$ cat config.mk
export PLATFORM = sky130hd
export DESIGN_NAME = mux_bus_master
export DESIGN_NICKNAME = d
export VERILOG_FILES = /design/src/rtl/mbus_pkg.sv /design/src/rtl/mbus_req_latch.sv /design/src/rtl/mbus_strobe_timer.sv /design/src/rtl/mbus_sequencer.sv /design/src/rtl/mbus_pad_drive.sv /design/src/rtl/mux_bus_master.sv
export SDC_FILE = /design/constraint.sdc
export NUM_CORES = 1
export LEC_CHECK = 0
export BUFFER_PORTS_ARGS = -buffer_cell sky130_fd_sc_hd__buf_2
export CORE_MARGIN = 4
export CORE_UTILIZATION = 49
export CTS_BUF_LIST = sky130_fd_sc_hd__clkbuf_16
export DETAILED_ROUTE_END_ITERATION = 12
export GPL_ROUTABILITY_DRIVEN = 0
export PLACE_DENSITY = 0.83
export SLEW_MARGIN = 20
export SYNTH_ARGS = -nofsm -noshare
export SYNTH_HDL_FRONTEND = slang
export SYNTH_SLANG_ARGS = --single-unit
export TNS_END_PERCENT = 20
$ cat constraint.sdc
create_clock -name clk -period 2.6 [get_ports clk]
set_input_delay 0.78 -clock clk [delete_from_list [all_inputs] [get_ports clk]]
set_output_delay 0.78 -clock clk [all_outputs]
set_load 0.01 [all_outputs]
$ cat src/rtl/mbus_pkg.sv
package mbus_pkg;

  typedef enum logic [2:0] {
    ST_IDLE  = 3'd0,
    ST_ADDR  = 3'd1,
    ST_ASTB  = 3'd2,
    ST_FLOAT = 3'd3,
    ST_DSTB  = 3'd4,
    ST_RECOV = 3'd5
  } bus_state_t;

  // Data strobe low time in phase ticks for one transfer.
  function automatic int unsigned strobe_ticks(input logic wr, input logic ext,
                                               input int unsigned rd_t,
                                               input int unsigned wr_t,
                                               input int unsigned ext_t);
    int unsigned t;
    t = wr ? wr_t : rd_t;
    if (ext) t = t + ext_t;
    return t;
  endfunction

  function automatic int unsigned max_u(input int unsigned a, input int unsigned b);
    return (a > b) ? a : b;
  endfunction

endpackage

$ cat src/rtl/mbus_req_latch.sv
module mbus_req_latch #(
  parameter int ADDR_W = 16,
  parameter int DATA_W = 8
) (
  input  logic              clk,
  input  logic              rst,
  input  logic              accept,
  input  logic              capture,
  input  logic              in_write,
  input  logic              in_dmem,
  input  logic              in_ext,
  input  logic [ADDR_W-1:0] in_addr,
  input  logic [DATA_W-1:0] in_wdata,
  input  logic [DATA_W-1:0] port_in,
  output logic              lat_write,
  output logic              lat_dmem,
  output logic              lat_ext,
  output logic [ADDR_W-1:0] lat_addr,
  output logic [DATA_W-1:0] lat_wdata,
  output logic [DATA_W-1:0] rd_byte
);

  always_ff @(posedge clk) begin
    if (rst) begin
      lat_write <= 1'b0;
      lat_dmem  <= 1'b0;
      lat_ext   <= 1'b0;
      lat_addr  <= '0;
      lat_wdata <= '0;
    end else if (accept) begin
      lat_write <= in_write;
      lat_dmem  <= in_dmem;
      lat_ext   <= in_ext;
      lat_addr  <= in_addr;
      lat_wdata <= in_wdata;
    end
  end

  always_ff @(posedge clk) begin
    if (rst)          rd_byte <= '0;
    else if (capture) rd_byte <= port_in;
  end

  // The read byte only changes on a capture.
  assert_rdata_hold_R8: assert property (@(posedge clk) disable iff (rst)
    !$past(capture) && !$past(rst) |-> $stable(rd_byte));

  // A read capture never coincides with taking a new request.
  assert_no_accept_on_capture_R9: assert property (@(posedge clk) disable iff (rst)
    !(accept && capture));

endmodule

$ cat src/rtl/mbus_strobe_timer.sv
module mbus_strobe_timer
  import mbus_pkg::*;
#(
  parameter int unsigned RD_TICKS  = 5,
  parameter int unsigned WR_TICKS  = 3,
  parameter int unsigned EXT_TICKS = 4
) (
  input  logic clk,
  input  logic rst,
  input  logic load,
  input  logic run,
  input  logic wr,
  input  logic ext,
  output logic last
);

  localparam int unsigned MAX_TICKS = max_u(RD_TICKS, WR_TICKS) + EXT_TICKS;
  localparam int          CNT_W     = $clog2(MAX_TICKS + 1);

  logic [CNT_W-1:0] cnt;
  logic [CNT_W-1:0] load_val;

  always_comb begin
    load_val = CNT_W'(strobe_ticks(wr, ext, RD_TICKS, WR_TICKS, EXT_TICKS) - 1);
  end

  always_ff @(posedge clk) begin
    if (rst)                       cnt <= '0;
    else if (load)                 cnt <= load_val;
    else if (run && (cnt != '0))   cnt <= cnt - 1'b1;
  end

  assign last = (cnt == '0);

  // The counter never exceeds the longest strobe.
  assert_cnt_bound_R6: assert property (@(posedge clk) disable iff (rst)
    int'(cnt) < int'(MAX_TICKS));

  // While running, the count falls by one each cycle.
  assert_cnt_step_R4: assert property (@(posedge clk) disable iff (rst)
    run && !last && !load |=> cnt == $past(cnt) - 1'b1);

endmodule

$ cat src/rtl/mbus_sequencer.sv
module mbus_sequencer
  import mbus_pkg::*;
(
  input  logic       clk,
  input  logic       rst,
  input  logic       req_valid,
  input  logic       wr,
  input  logic       timer_last,
  output bus_state_t state,
  output logic       accept,
  output logic       timer_load,
  output logic       timer_run,
  output logic       capture
);

  bus_state_t state_d;

  always_comb begin
    state_d    = state;
    accept     = 1'b0;
    timer_load = 1'b0;
    timer_run  = 1'b0;
    capture    = 1'b0;
    unique case (state)
      ST_IDLE: begin
        if (req_valid) begin
          accept  = 1'b1;
          state_d = ST_ADDR;
        end
      end
      ST_ADDR:  state_d = ST_ASTB;
      ST_ASTB:  state_d = ST_FLOAT;
      ST_FLOAT: begin
        timer_load = 1'b1;
        state_d    = ST_DSTB;
      end
      ST_DSTB: begin
        timer_run = 1'b1;
        if (timer_last) begin
          capture = !wr;
          state_d = ST_RECOV;
        end
      end
      ST_RECOV: state_d = ST_IDLE;
      default:  state_d = ST_IDLE;
    endcase
  end

  always_ff @(posedge clk) begin
    if (rst) state <= ST_IDLE;
    else     state <= state_d;
  end

  // Address strobe phase lasts one tick and is followed by the float tick.
  assert_astb_then_float_R3: assert property (@(posedge clk) disable iff (rst)
    state == ST_ASTB |=> state == ST_FLOAT);

  // Recovery always returns to idle.
  assert_recov_then_idle_R9: assert property (@(posedge clk) disable iff (rst)
    state == ST_RECOV |=> state == ST_IDLE);

endmodule

$ cat src/rtl/mbus_pad_drive.sv
module mbus_pad_drive
  import mbus_pkg::*;
#(
  parameter int ADDR_W = 16,
  parameter int DATA_W = 8
) (
  input  bus_state_t        state,
  input  logic              wr,
  input  logic              dmem,
  input  logic [ADDR_W-1:0] addr,
  input  logic [DATA_W-1:0] wdata,
  output logic [DATA_W-1:0] ad_out,
  output logic              ad_oe,
  output logic [ADDR_W-DATA_W-1:0] addr_hi,
  output logic              as_n,
  output logic              ds_n,
  output logic              rw_n,
  output logic              dm_n
);

  logic addr_phase;
  logic data_phase;
  logic active;

  always_comb begin
    active     = (state != ST_IDLE);
    addr_phase = (state == ST_ADDR) || (state == ST_ASTB);
    data_phase = (state == ST_FLOAT) || (state == ST_DSTB) || (state == ST_RECOV);
    as_n       = (state != ST_ASTB);
    ds_n       = (state != ST_DSTB);
    rw_n       = active ? !wr   : 1'b1;
    dm_n       = active ? !dmem : 1'b1;
    ad_oe      = addr_phase || (wr && data_phase);
    ad_out     = addr_phase ? addr[DATA_W-1:0] : wdata;
    addr_hi    = addr[ADDR_W-1:DATA_W];
  end

endmodule

$ cat src/rtl/mux_bus_master.sv
module mux_bus_master
  import mbus_pkg::*;
#(
  parameter int          ADDR_W    = 16,
  parameter int          DATA_W    = 8,
  parameter int unsigned RD_TICKS  = 5,
  parameter int unsigned WR_TICKS  = 3,
  parameter int unsigned EXT_TICKS = 4
) (
  input  logic              clk,
  input  logic              rst,
  input  logic              req_valid,
  input  logic              req_write,
  input  logic [ADDR_W-1:0] req_addr,
  input  logic [DATA_W-1:0] req_wdata,
  input  logic              req_dmem,
  input  logic              req_ext,
  output logic              busy,
  output logic              done,
  output logic [DATA_W-1:0] rdata,
  output logic [DATA_W-1:0] ad_out,
  output logic              ad_oe,
  input  logic [DATA_W-1:0] ad_in,
  output logic [ADDR_W-DATA_W-1:0] addr_hi,
  output logic              as_n,
  output logic              ds_n,
  output logic              rw_n,
  output logic              dm_n
);

  localparam int HI_W = ADDR_W - DATA_W;

  bus_state_t        state;
  logic              accept;
  logic              timer_load;
  logic              timer_run;
  logic              timer_last;
  logic              capture;
  logic              lat_write;
  logic              lat_dmem;
  logic              lat_ext;
  logic [ADDR_W-1:0] lat_addr;
  logic [DATA_W-1:0] lat_wdata;

  mbus_sequencer u_seq (
    .clk        (clk),
    .rst        (rst),
    .req_valid  (req_valid),
    .wr         (lat_write),
    .timer_last (timer_last),
    .state      (state),
    .accept     (accept),
    .timer_load (timer_load),
    .timer_run  (timer_run),
    .capture    (capture)
  );

  mbus_req_latch #(.ADDR_W(ADDR_W), .DATA_W(DATA_W)) u_latch (
    .clk       (clk),
    .rst       (rst),
    .accept    (accept),
    .capture   (capture),
    .in_write  (req_write),
    .in_dmem   (req_dmem),
    .in_ext    (req_ext),
    .in_addr   (req_addr),
    .in_wdata  (req_wdata),
    .port_in   (ad_in),
    .lat_write (lat_write),
    .lat_dmem  (lat_dmem),
    .lat_ext   (lat_ext),
    .lat_addr  (lat_addr),
    .lat_wdata (lat_wdata),
    .rd_byte   (rdata)
  );

  mbus_strobe_timer #(.RD_TICKS(RD_TICKS), .WR_TICKS(WR_TICKS), .EXT_TICKS(EXT_TICKS)) u_timer (
    .clk  (clk),
    .rst  (rst),
    .load (timer_load),
    .run  (timer_run),
    .wr   (lat_write),
    .ext  (lat_ext),
    .last (timer_last)
  );

  mbus_pad_drive #(.ADDR_W(ADDR_W), .DATA_W(DATA_W)) u_pads (
    .state   (state),
    .wr      (lat_write),
    .dmem    (lat_dmem),
    .addr    (lat_addr),
    .wdata   (lat_wdata),
    .ad_out  (ad_out),
    .ad_oe   (ad_oe),
    .addr_hi (addr_hi),
    .as_n    (as_n),
    .ds_n    (ds_n),
    .rw_n    (rw_n),
    .dm_n    (dm_n)
  );

  assign busy = (state != ST_IDLE);
  assign done = (state == ST_RECOV);

  // Strobe width monitor feeding the length assertion below.
  logic [7:0] ds_len;
  always_ff @(posedge clk) begin
    if (rst)        ds_len <= '0;
    else if (!ds_n) ds_len <= ds_len + 8'd1;
    else            ds_len <= '0;
  end

  assert_idle_quiet_R1: assert property (@(posedge clk) disable iff (rst)
    !busy |-> as_n && ds_n && rw_n && dm_n && !ad_oe && !done);

  assert_as_width_R2: assert property (@(posedge clk) disable iff (rst)
    $fell(as_n) |=> as_n);

  assert_addr_at_as_R2: assert property (@(posedge clk) disable iff (rst)
    !as_n |-> ad_oe && $stable(ad_out) && $stable(addr_hi));

  assert_read_float_R3: assert property (@(posedge clk) disable iff (rst)
    !ds_n && rw_n |-> !ad_oe);

  assert_float_gap_R3: assert property (@(posedge clk) disable iff (rst)
    $fell(ds_n) |-> as_n && $past(as_n));

  // Covers R4 and R5 as well: width depends on direction and stretch.
  assert_ds_len_R6: assert property (@(posedge clk) disable iff (rst)
    $rose(ds_n) && !$past(rst) |->
      int'(ds_len) == int'(strobe_ticks(lat_write, lat_ext, RD_TICKS, WR_TICKS, EXT_TICKS)));

  assert_wdata_hold_R5: assert property (@(posedge clk) disable iff (rst)
    $rose(ds_n) && !rw_n && !$past(rst) |-> ad_oe && $stable(ad_out));

  assert_select_stable_R7: assert property (@(posedge clk) disable iff (rst)
    $rose(ds_n) && !$past(rst) |-> $stable(rw_n) && $stable(dm_n));

  assert_done_pulse_R8: assert property (@(posedge clk) disable iff (rst)
    done |=> !done);

  assert_done_after_ds_R8: assert property (@(posedge clk) disable iff (rst)
    done && !$past(rst) |-> $past(!ds_n) && ds_n);

  assert_busy_starts_R9: assert property (@(posedge clk) disable iff (rst)
    $rose(busy) |=> !as_n);

  assert_busy_holds_R9: assert property (@(posedge clk) disable iff (rst)
    busy && !done |=> busy);

  assert_reset_quiet_R10: assert property (@(posedge clk)
    rst |=> as_n && ds_n && !busy && !ad_oe && !done);

endmodule

==> flow_summary.yaml, run 1 <==
power_and_ir_drop:
  switchingPower_w: 0.000422
  ir_drop_mv: 0.474
  swShare_pct: 26.4
  p_comb_share_pct: 19.6
  internal_power_w: 0.00117
  pwr-share-clk_pct: 35.7
  power.leakage_nw: 1.04
  power.density_nw_per_um2: 673
  seqPwrFrac_pct: 44.7
critical_path:
  worstSetupStartpointType: "register"
  r2r_cells: 7
  critical_path.max_fanout: 8
  crit_required_ns: 1.82
  endpoint_kind: "primary output"
  criticalPathCategory: "reg2out"
  cp.arrival_ns: 1.69
synth:
  synth_edf_count: 0
  yosys_register_bits: 42
  synthTopCellsByArea: "dfxtp_1, nand2_1, a21oi_1, nand2b_1, mux2_2"
  yosys.area.top_type: "dfxtp_1"
  avgSynthCellArea_um2: 8.62
  netlist_instances: 222
  syn_area_um2: 1910
  ys_warn_count: 0
  ys_seq_area_share_pct: 43.9
  synthDistinctLibCells: 37
  yosysTopAreaCellShare_pct: 43.9
  async_reset_ff_share_pct: 0
  syn-num-nets: 262
  ys.flop_type: "dfxtp_1"
worst_hold_path:
  whs_path_depth: 2
  hp-class: "reg2reg"
placement:
  io_buffer_count: 68
  placed_cell_area_um2: 2230
  pre_cts_ws_ns: 0.427
  place_hpwl_um: 2950
clock_tree:
  root_buffer: "clkbuf_16"
  tritoncts.num_buffers: 5
  clk_latency_ns: 0.28
  clock-sinks: 42
  ctsResizeCount: 0
  htree_num_levels: 2
  ctsHoldBuffers: 0
  path_clk_slew_ns: 0.06
  cts_buffer_depth: 2
  cts_setup_buffers: 0
  cts_tree: "yes"
timing:
  finalSetupViolCount: 0
  finalCritPeriodShare_pct: 95.0
  hold_viol: 0
  setup_slack_ns: 0.130
  slew_viol_final: 0
  fin_skew_ns: 0.00266
  slew_headroom_pct: 59.0
  fin_crit_ns: 2.47
  fmax_ghz: 0.405
  fin_setup_tns_ns: 0
  worst_pin_slew_ns: 0.615
  rsz0062_at_grt: "no"
floorplanning:
  start_util_pct: 51.5
  io_pins: 69
  die_h_um: 70.5
  core_area_um2: 3720
  die_area_um2: 4970
  die_x_um: 70.5
  rows: 22
global_route:
  grt_pass1_vias: 1603
  antenna_found_initial: 0
  grt_max_degree: 41
  grt_pass1_wl_um: 6900
  gr-total-overflow: 0
  grt_usage_pct: 17.1
detailed_routing:
  routed_wl_um: 4120
  ant_nets: 0
  remaining_drc_errors: 0
  vias: 1674
  first_pass_iters: 5
  wl_per_cell_um: 12.5
  drt_iter0_drc: 145
  via_per_inst: 5.09
finish:
  syn_to_final_growth_pct: 23.9
  insertedDiodeCount: 0
  nets: 321
  drive_above_1_share_pct: 34.5
  final_area_um2: 2370
status:
  outcome: "completed"
job:
  cap_violations: 0
-- cells in the mapped netlist, types with 3 or more instances --
library cell and number:
nand2_1 60, dfxtp_1 42, a21oi_1 30, nand2b_1 16
buf_4 8, clkbuf_1 8, mux2_2 8, mux2i_1 8
buf_2 4, nor2_1 4, o21ai_0 3
-- power by group through the flow --
stage          Combinational, W  Clock [W]  Sequential (W)
4_1_cts                0.000317   0.000586        0.000713
6_report               0.000313   0.000570        0.000713
3_3_place_gp           0.000309          0        0.000725
5_1_grt                0.000350   0.000617        0.000718
3_5_place_dp           0.000316          0        0.000726
2_1_floorplan          0.000224          0        0.000723
-- flip-flops by register name (all words and copies together) (netlist names) --
signal,cells
u_timer.cnt,4
u_latch.lat_write,1
u_seq.state,3
u_latch.lat_addr,16
u_latch.lat_dmem,1
u_latch.rd_byte,8
u_latch.lat_ext,1
u_latch.lat_wdata,8
-- cell type report --
cell class	count	area [um^2]
clock buffers	5	125
flip-flops and latches	42	841
inverters	2	7.51
repair buffers	74	385
fillers	339	1350
well taps	48	60.1
clock inverters	2	11.3
multi-input cells	156	941
-- through the flow --
stage,power (W),utilization (%),hold slack [ns],cells
floorplan,0.000946,-,0.433,222
global placement,0.00103,60.1,0.441,322
detailed placement,0.00104,60.1,0.445,322
CTS,0.00162,63.8,0.453,329
global route,0.00168,63.8,0.471,329
finish,0.00160,63.8,0.450,329
-- final timing paths --
path,slack [ns],to,start
worst max-delay path,0.13,ad_out[4],u_seq.state[0]
worst min-delay path,0.45,u_latch.lat_wdata[0],u_latch.lat_wdata[0]
worst max register to register,0.81,u_timer.cnt[2],u_seq.state[2]
worst min register to register,0.45,u_latch.lat_wdata[0],u_latch.lat_wdata[0]
-- placed cells by master (no fill, tap or decap), types with 3 or more instances in the layout --
cell,instances
nor2_1,4
buf_2,68
buf_4,6
a21oi_1,30
clkbuf_16,5
nand2b_1,16
o21ai_0,3
nand2_1,60
mux2i_1,8
dfxtp_1,42
mux2_2,8
-- cells by family (layout without fill, tap and decap cells) --
group / after synthesis / count (layout) / share of synthesized area [%]
simple gates: 95 / 95 / 25.6
flops: 42 / 42 / 43.9
compound gates: 41 / 41 / 12.4
buf+inv: 24 / 83 / 6.93
mux: 16 / 16 / 8.89
fa+ha+maj: 2 / 2 / 1.31
xor+xnor: 2 / 2 / 0.915
-- critical path: stages, from the launching register on --
cell	delay, ns
dfxtp_1	0.32
xnor2_1	0.16
nor2_2	0.39
mux2_2	0.40
buf_2	0.14
-- routing by layer --
| metal | vias to the layer above | GRT usage (%) | part of all wire, % |
|---|---|---|---|
| met3 | 3 | 3.17 | 4.0 |
| met4 | 0 | 6.38 | 0.92 |
| met1 | 772 | 19.1 | 41 |
| met5 | - | 0 | 0 |
| li1 | 857 | - | - |
| met2 | 42 | 31.9 | 54 |
Power figures use the tool's default switching activity.
==> run 2, diff against run 1 <==
- RECOVER_POWER: not set -> 25
==> run 2 against run 1 <==
  * The flow now finishes with violations (max-capacitance violations)
  * Flip-flop and latch count is the same
  * Critical path depth is the same
  * Sequential power barely moved
  * Sequential share of layout area is 0.23 points higher
  * Combinational power about the same
  * Register-to-register slack lost 0.02 ns
  * Worst setup slack better by 0.0039 ns
==> flow_summary.yaml, run 2 (same netlist as run 1, synthesis figures left out) <==
critical_path:
  criticalPathCategory: "reg2out"
  crit_family: "multiplexers"
  worstSetupStartpointType: "register"
  slowest_stage: "mux2_2"
  cp.arrival_ns: 1.69
  critical_path.max_fanout: 8
  cp.depth: 4
  crit_required_ns: 1.82
  critical_path.cell_chain: "xnor2_1 > nor2_2 > mux2_2 > buf_2"
  slowest_delay_ns: 0.40
  r2r_cells: 7
  path_buf_inv: 1
  endpoint_kind: "primary output"
finish:
  top_regs: "u_latch.lat_addr: 16 flops, u_latch.lat_wdata: 8 flops, u_latch.rd_byte: 8 flops"
  nets: 321
  layout_common_cells: "nand2_1, buf_2, dfxtp_1"
  multi_input_area_um2: 941
  final_area_um2: 2360
  insertedDiodeCount: 0
  drive_above_1_share_pct: 30.2
  max_flop_register: "u_latch.lat_addr"
  final_common_cell: "nand2_1"
  nFillCells: 347
  finish.utilization_pct: 63.4
  syn_to_final_growth_pct: 23.1
  largest_reg_flops: 16
  seqCellArea_um2: 841
job:
  cap_violations: 1
placement:
  placed_cell_area_um2: 2230
  pre_cts_ws_ns: 0.427
  place_hpwl_um: 2950
  io_buffer_count: 68
clock_tree:
  clk_latency_ns: 0.28
  tritoncts.num_buffers: 5
  cts_tree: "yes"
  cts_buffer_depth: 2
  ctsResizeCount: 0
  root_buffer: "clkbuf_16"
  clock-sinks: 42
  path_clk_slew_ns: 0.06
  cts_setup_buffers: 0
  htree_num_levels: 2
  ctsHoldBuffers: 0
detailed_routing:
  wl_per_cell_um: 12.6
  first_pass_iters: 4
  routed_wl_um: 4140
  via_per_inst: 5.08
  drt_iter0_drc: 143
  ant_nets: 0
  vias: 1670
  remaining_drc_errors: 0
timing:
  slew_viol_final: 0
  hold_viol: 0
  fin_crit_ns: 2.47
  fin_skew_ns: 0.00246
  fin_setup_tns_ns: 0
  setup_slack_ns: 0.134
  worst_pin_slew_ns: 1.49
  fmax_ghz: 0.406
  rsz0062_at_grt: "no"
  finalCritPeriodShare_pct: 94.8
  slew_headroom_pct: 0.866
  finalSetupViolCount: 0
  hold_slack_ns: 0.450
floorplanning:
  die_area_um2: 4970
  core_area_um2: 3720
  rows: 22
  die_h_um: 70.5
  die_x_um: 70.5
  io_pins: 69
  start_util_pct: 51.5
global_route:
  grt_max_degree: 41
  grt_pass1_wl_um: 6900
  grt_usage_pct: 17.1
  antenna_found_initial: 0
  grt_pass1_vias: 1603
  gr-total-overflow: 0
power_and_ir_drop:
  power.leakage_nw: 0.993
  ir_drop_mv: 0.471
  power.density_nw_per_um2: 677
status:
  violations: "max-capacitance violations"
  outcome: "finished, violations left"
worst_hold_path:
  whs_path_depth: 2
  hp-class: "reg2reg"
==> run 2: path summary, 6_finish.rpt <==
kind / from / endpoint / slack [ns]
worst max-delay path: u_seq.state[0] / ad_out[4] / 0.13
worst min-delay path: u_latch.lat_wdata[0] / u_latch.lat_wdata[0] / 0.45
worst max register to register: u_seq.state[2] / u_timer.cnt[2] / 0.79
worst min register to register: u_latch.lat_wdata[0] / u_latch.lat_wdata[0] / 0.45
==> run 2: report_power, final <==
part | internal, W | switching [W] | leakage (nW)
clock network | 0.000346 | 0.000224 | 0.0671
logic | 0.000137 | 0.000173 | 0.583
registers | 0.000688 | 0.0000250 | 0.343
total | 0.00117 | 0.000423 | 0.993
==> run 2: layout make-up <==
cell class / instances / area share [%]
repair buffers: 74 / 15.7
multi-input cells: 156 / 39.9
inverters: 2 / 0.319
well taps: 48 / 2.55
clock buffers: 5 / 5.31
clock inverters: 2 / 0.478
flip-flops and latches: 42 / 35.7
==> run 2: metal layers <==
| metal | wire [um] | vias to the layer above | track usage (%) |
|---|---|---|---|
| met5 | 0 | - | 0 |
| met4 | 38 | 0 | 6.38 |
| met3 | 164 | 3 | 3.17 |
| met2 | 2240 | 40 | 31.9 |
| met1 | 1690 | 770 | 19.1 |
| li1 | - | 857 | - |
==> run 2: stage by stage <==
stage | total power (W) | std cells
after CTS | 0.00162 | 329
after global placement | 0.00103 | 322
after global routing | 0.00168 | 329
after floorplan | 0.000946 | 222
final | 0.00159 | 329
after detailed placement | 0.00104 | 322
==> run 2: tightest hold or removal path: stages, from the launching register on <==
cell,delay [ns]
dfxtp_1,0.30
nand2_1,0.05
a21oi_1,0.05
==> run 3, diff against run 2 <==
- CELL_PAD_IN_SITES_DETAIL_PLACEMENT: not set -> 1
- CELL_PAD_IN_SITES_GLOBAL_PLACEMENT: not set -> 2
- CORE_UTILIZATION: 49 -> 28
- TNS_END_PERCENT: 20 -> not set
==> run 3 against run 2 <==
  * The run now ends clean
  * Worst setup slack gained 0.025 ns
  * Utilization is 26 points lower
  * Via count is 1.2% lower
  * Cell area up 2.1%
  * Register-to-register slack got worse by 0.06 ns
  * Final cell count up 9.4%
  * Clock-buffer cell count stayed put
  * Wire length is 20% higher
  * Flip-flop and latch count unchanged
  * Largest power group unchanged
  * Highest routed layer unchanged
==> flow_summary.yaml, run 3 (same netlist as run 1, synthesis figures left out) <==
detailed_routing:
  via_per_inst: 4.58
  ant_nets: 0
  remaining_drc_errors: 0
  drt_iter0_drc: 60
  first_pass_iters: 4
  routed_wl_um: 4960
  vias: 1650
  wl_per_cell_um: 13.8
timing:
  slew_headroom_pct: 17.0
  rsz0062_at_grt: "no"
  fin_crit_ns: 2.44
  fin_setup_tns_ns: 0
  worst_pin_slew_ns: 1.24
  fin_skew_ns: 0.00751
  setup_slack_ns: 0.160
  fmax_ghz: 0.410
  hold_viol: 0
  slew_viol_final: 0
  finalCritPeriodShare_pct: 93.9
  finalSetupViolCount: 0
placement:
  place_hpwl_um: 3650
  pre_cts_ws_ns: 0.290
  io_buffer_count: 68
finish:
  max_flop_register: "u_latch.lat_addr"
  syn_to_final_growth_pct: 25.7
  nFillCells: 799
  drive_above_1_share_pct: 30.7
  largest_reg_flops: 16
  finish.utilization_pct: 37.0
  final_common_cell: "nand2_1"
  top_regs: "u_latch.lat_addr: 16 flops, u_latch.lat_wdata: 8 flops, u_latch.rd_byte: 8 flops"
  layout_common_cells: "nand2_1, buf_2, dfxtp_1"
  insertedDiodeCount: 0
  nets: 322
clock_tree:
  root_buffer: "clkbuf_16"
  path_clk_slew_ns: 0.06
  cts_tree: "yes"
  htree_num_levels: 2
  clk_latency_ns: 0.28
  cts_buffer_depth: 2
  ctsHoldBuffers: 0
  clock-sinks: 42
  tritoncts.num_buffers: 5
critical_path:
  startpoint: "u_seq.state[0]"
  endpoint_kind: "primary output"
  worstSetupStartpointType: "register"
  crit_required_ns: 1.82
  r2r-start: "u_seq.state[2]"
  criticalPathCategory: "reg2out"
  r2r_setup_slack_ns: 0.73
  critical_path.max_fanout: 11
  r2r-end: "u_latch.rd_byte[2]"
  cp.arrival_ns: 1.66
  r2r_cells: 4
global_route:
  grt_pass1_wl_um: 8220
  grt_max_degree: 32
  antenna_found_initial: 0
  grt_usage_pct: 12.2
  grt_pass1_vias: 1657
  gr-total-overflow: 0
floorplanning:
  die_x_um: 90.7
  rows: 29
  die_h_um: 90.7
  start_util_pct: 29.5
  die_area_um2: 8220
  io_pins: 69
  core_area_um2: 6490
power_and_ir_drop:
  power.leakage_nw: 0.997
  p_total_w: 0.00164
  power.density_nw_per_um2: 682
  ir_drop_mv: 0.286
worst_hold_path:
  whs_path_depth: 2
  hold_end: "u_latch.lat_addr[12]"
  hp-class: "reg2reg"
  hp-start: "u_latch.lat_addr[12]"
status:
  outcome: "completed"
job:
  cap_violations: 0
## run 3: where the power goes
group          internal [W]  switching [W]  total, W
Clock              0.000355       0.000249  0.000604
Sequential         0.000688      0.0000316  0.000720
Combinational      0.000143       0.000175  0.000317
## run 3: final cells by class
cell class	instances	area, um^2	area share [%]
Inverter	2	7.51	0.312
Clock inverter	3	21.3	0.884
Multi-Input combinational cell	156	937	38.9
Clock buffer	5	125	5.20
Tap cell	77	96.3	4.00
Sequential cell	42	842	35.0
Timing Repair Buffer	75	377	15.7
## run 3: critical path: stages, from the launching register on
cell     delay (ns)
dfxtp_2        0.46
xnor2_1        0.14
nor2_2         0.12
buf_4          0.18
mux2_2         0.34
buf_2          0.14
## run 3: worst max path at each step
stage / end / slack, ns / cells past startpoint
floorplan: ad_out[0] / 0.46 / 4
global placement: ad_out[6] / 0.32 / 5
detailed placement: ad_out[1] / 0.29 / 5
CTS: ad_out[1] / 0.14 / 5
global route: ad_out[7] / 0.03 / 5
finish: ad_out[6] / 0.16 / 5
## run 3: metrics by stage
step,hold WS (ns),cells,instance area (um^2)
floorplan,0.433,222,1910
CTS,0.456,360,2430
global route,0.476,360,2410
global placement,0.441,352,2280
finish,0.454,360,2410
detailed placement,0.447,352,2280
## run 3: timing repair
item                                    in CTS  in global routing
gates resized for setup                      1                  0
setup buffers                                0                  0
endpoints found under the setup margin       6                  0
## run 3: routing by layer
metal  global-route usage, %  part of all wire [%]
met1                    15.5                    46
met2                    20.7                    50
met3                    2.25                   3.5
met4                    3.83                  0.79
met5                       0                     0
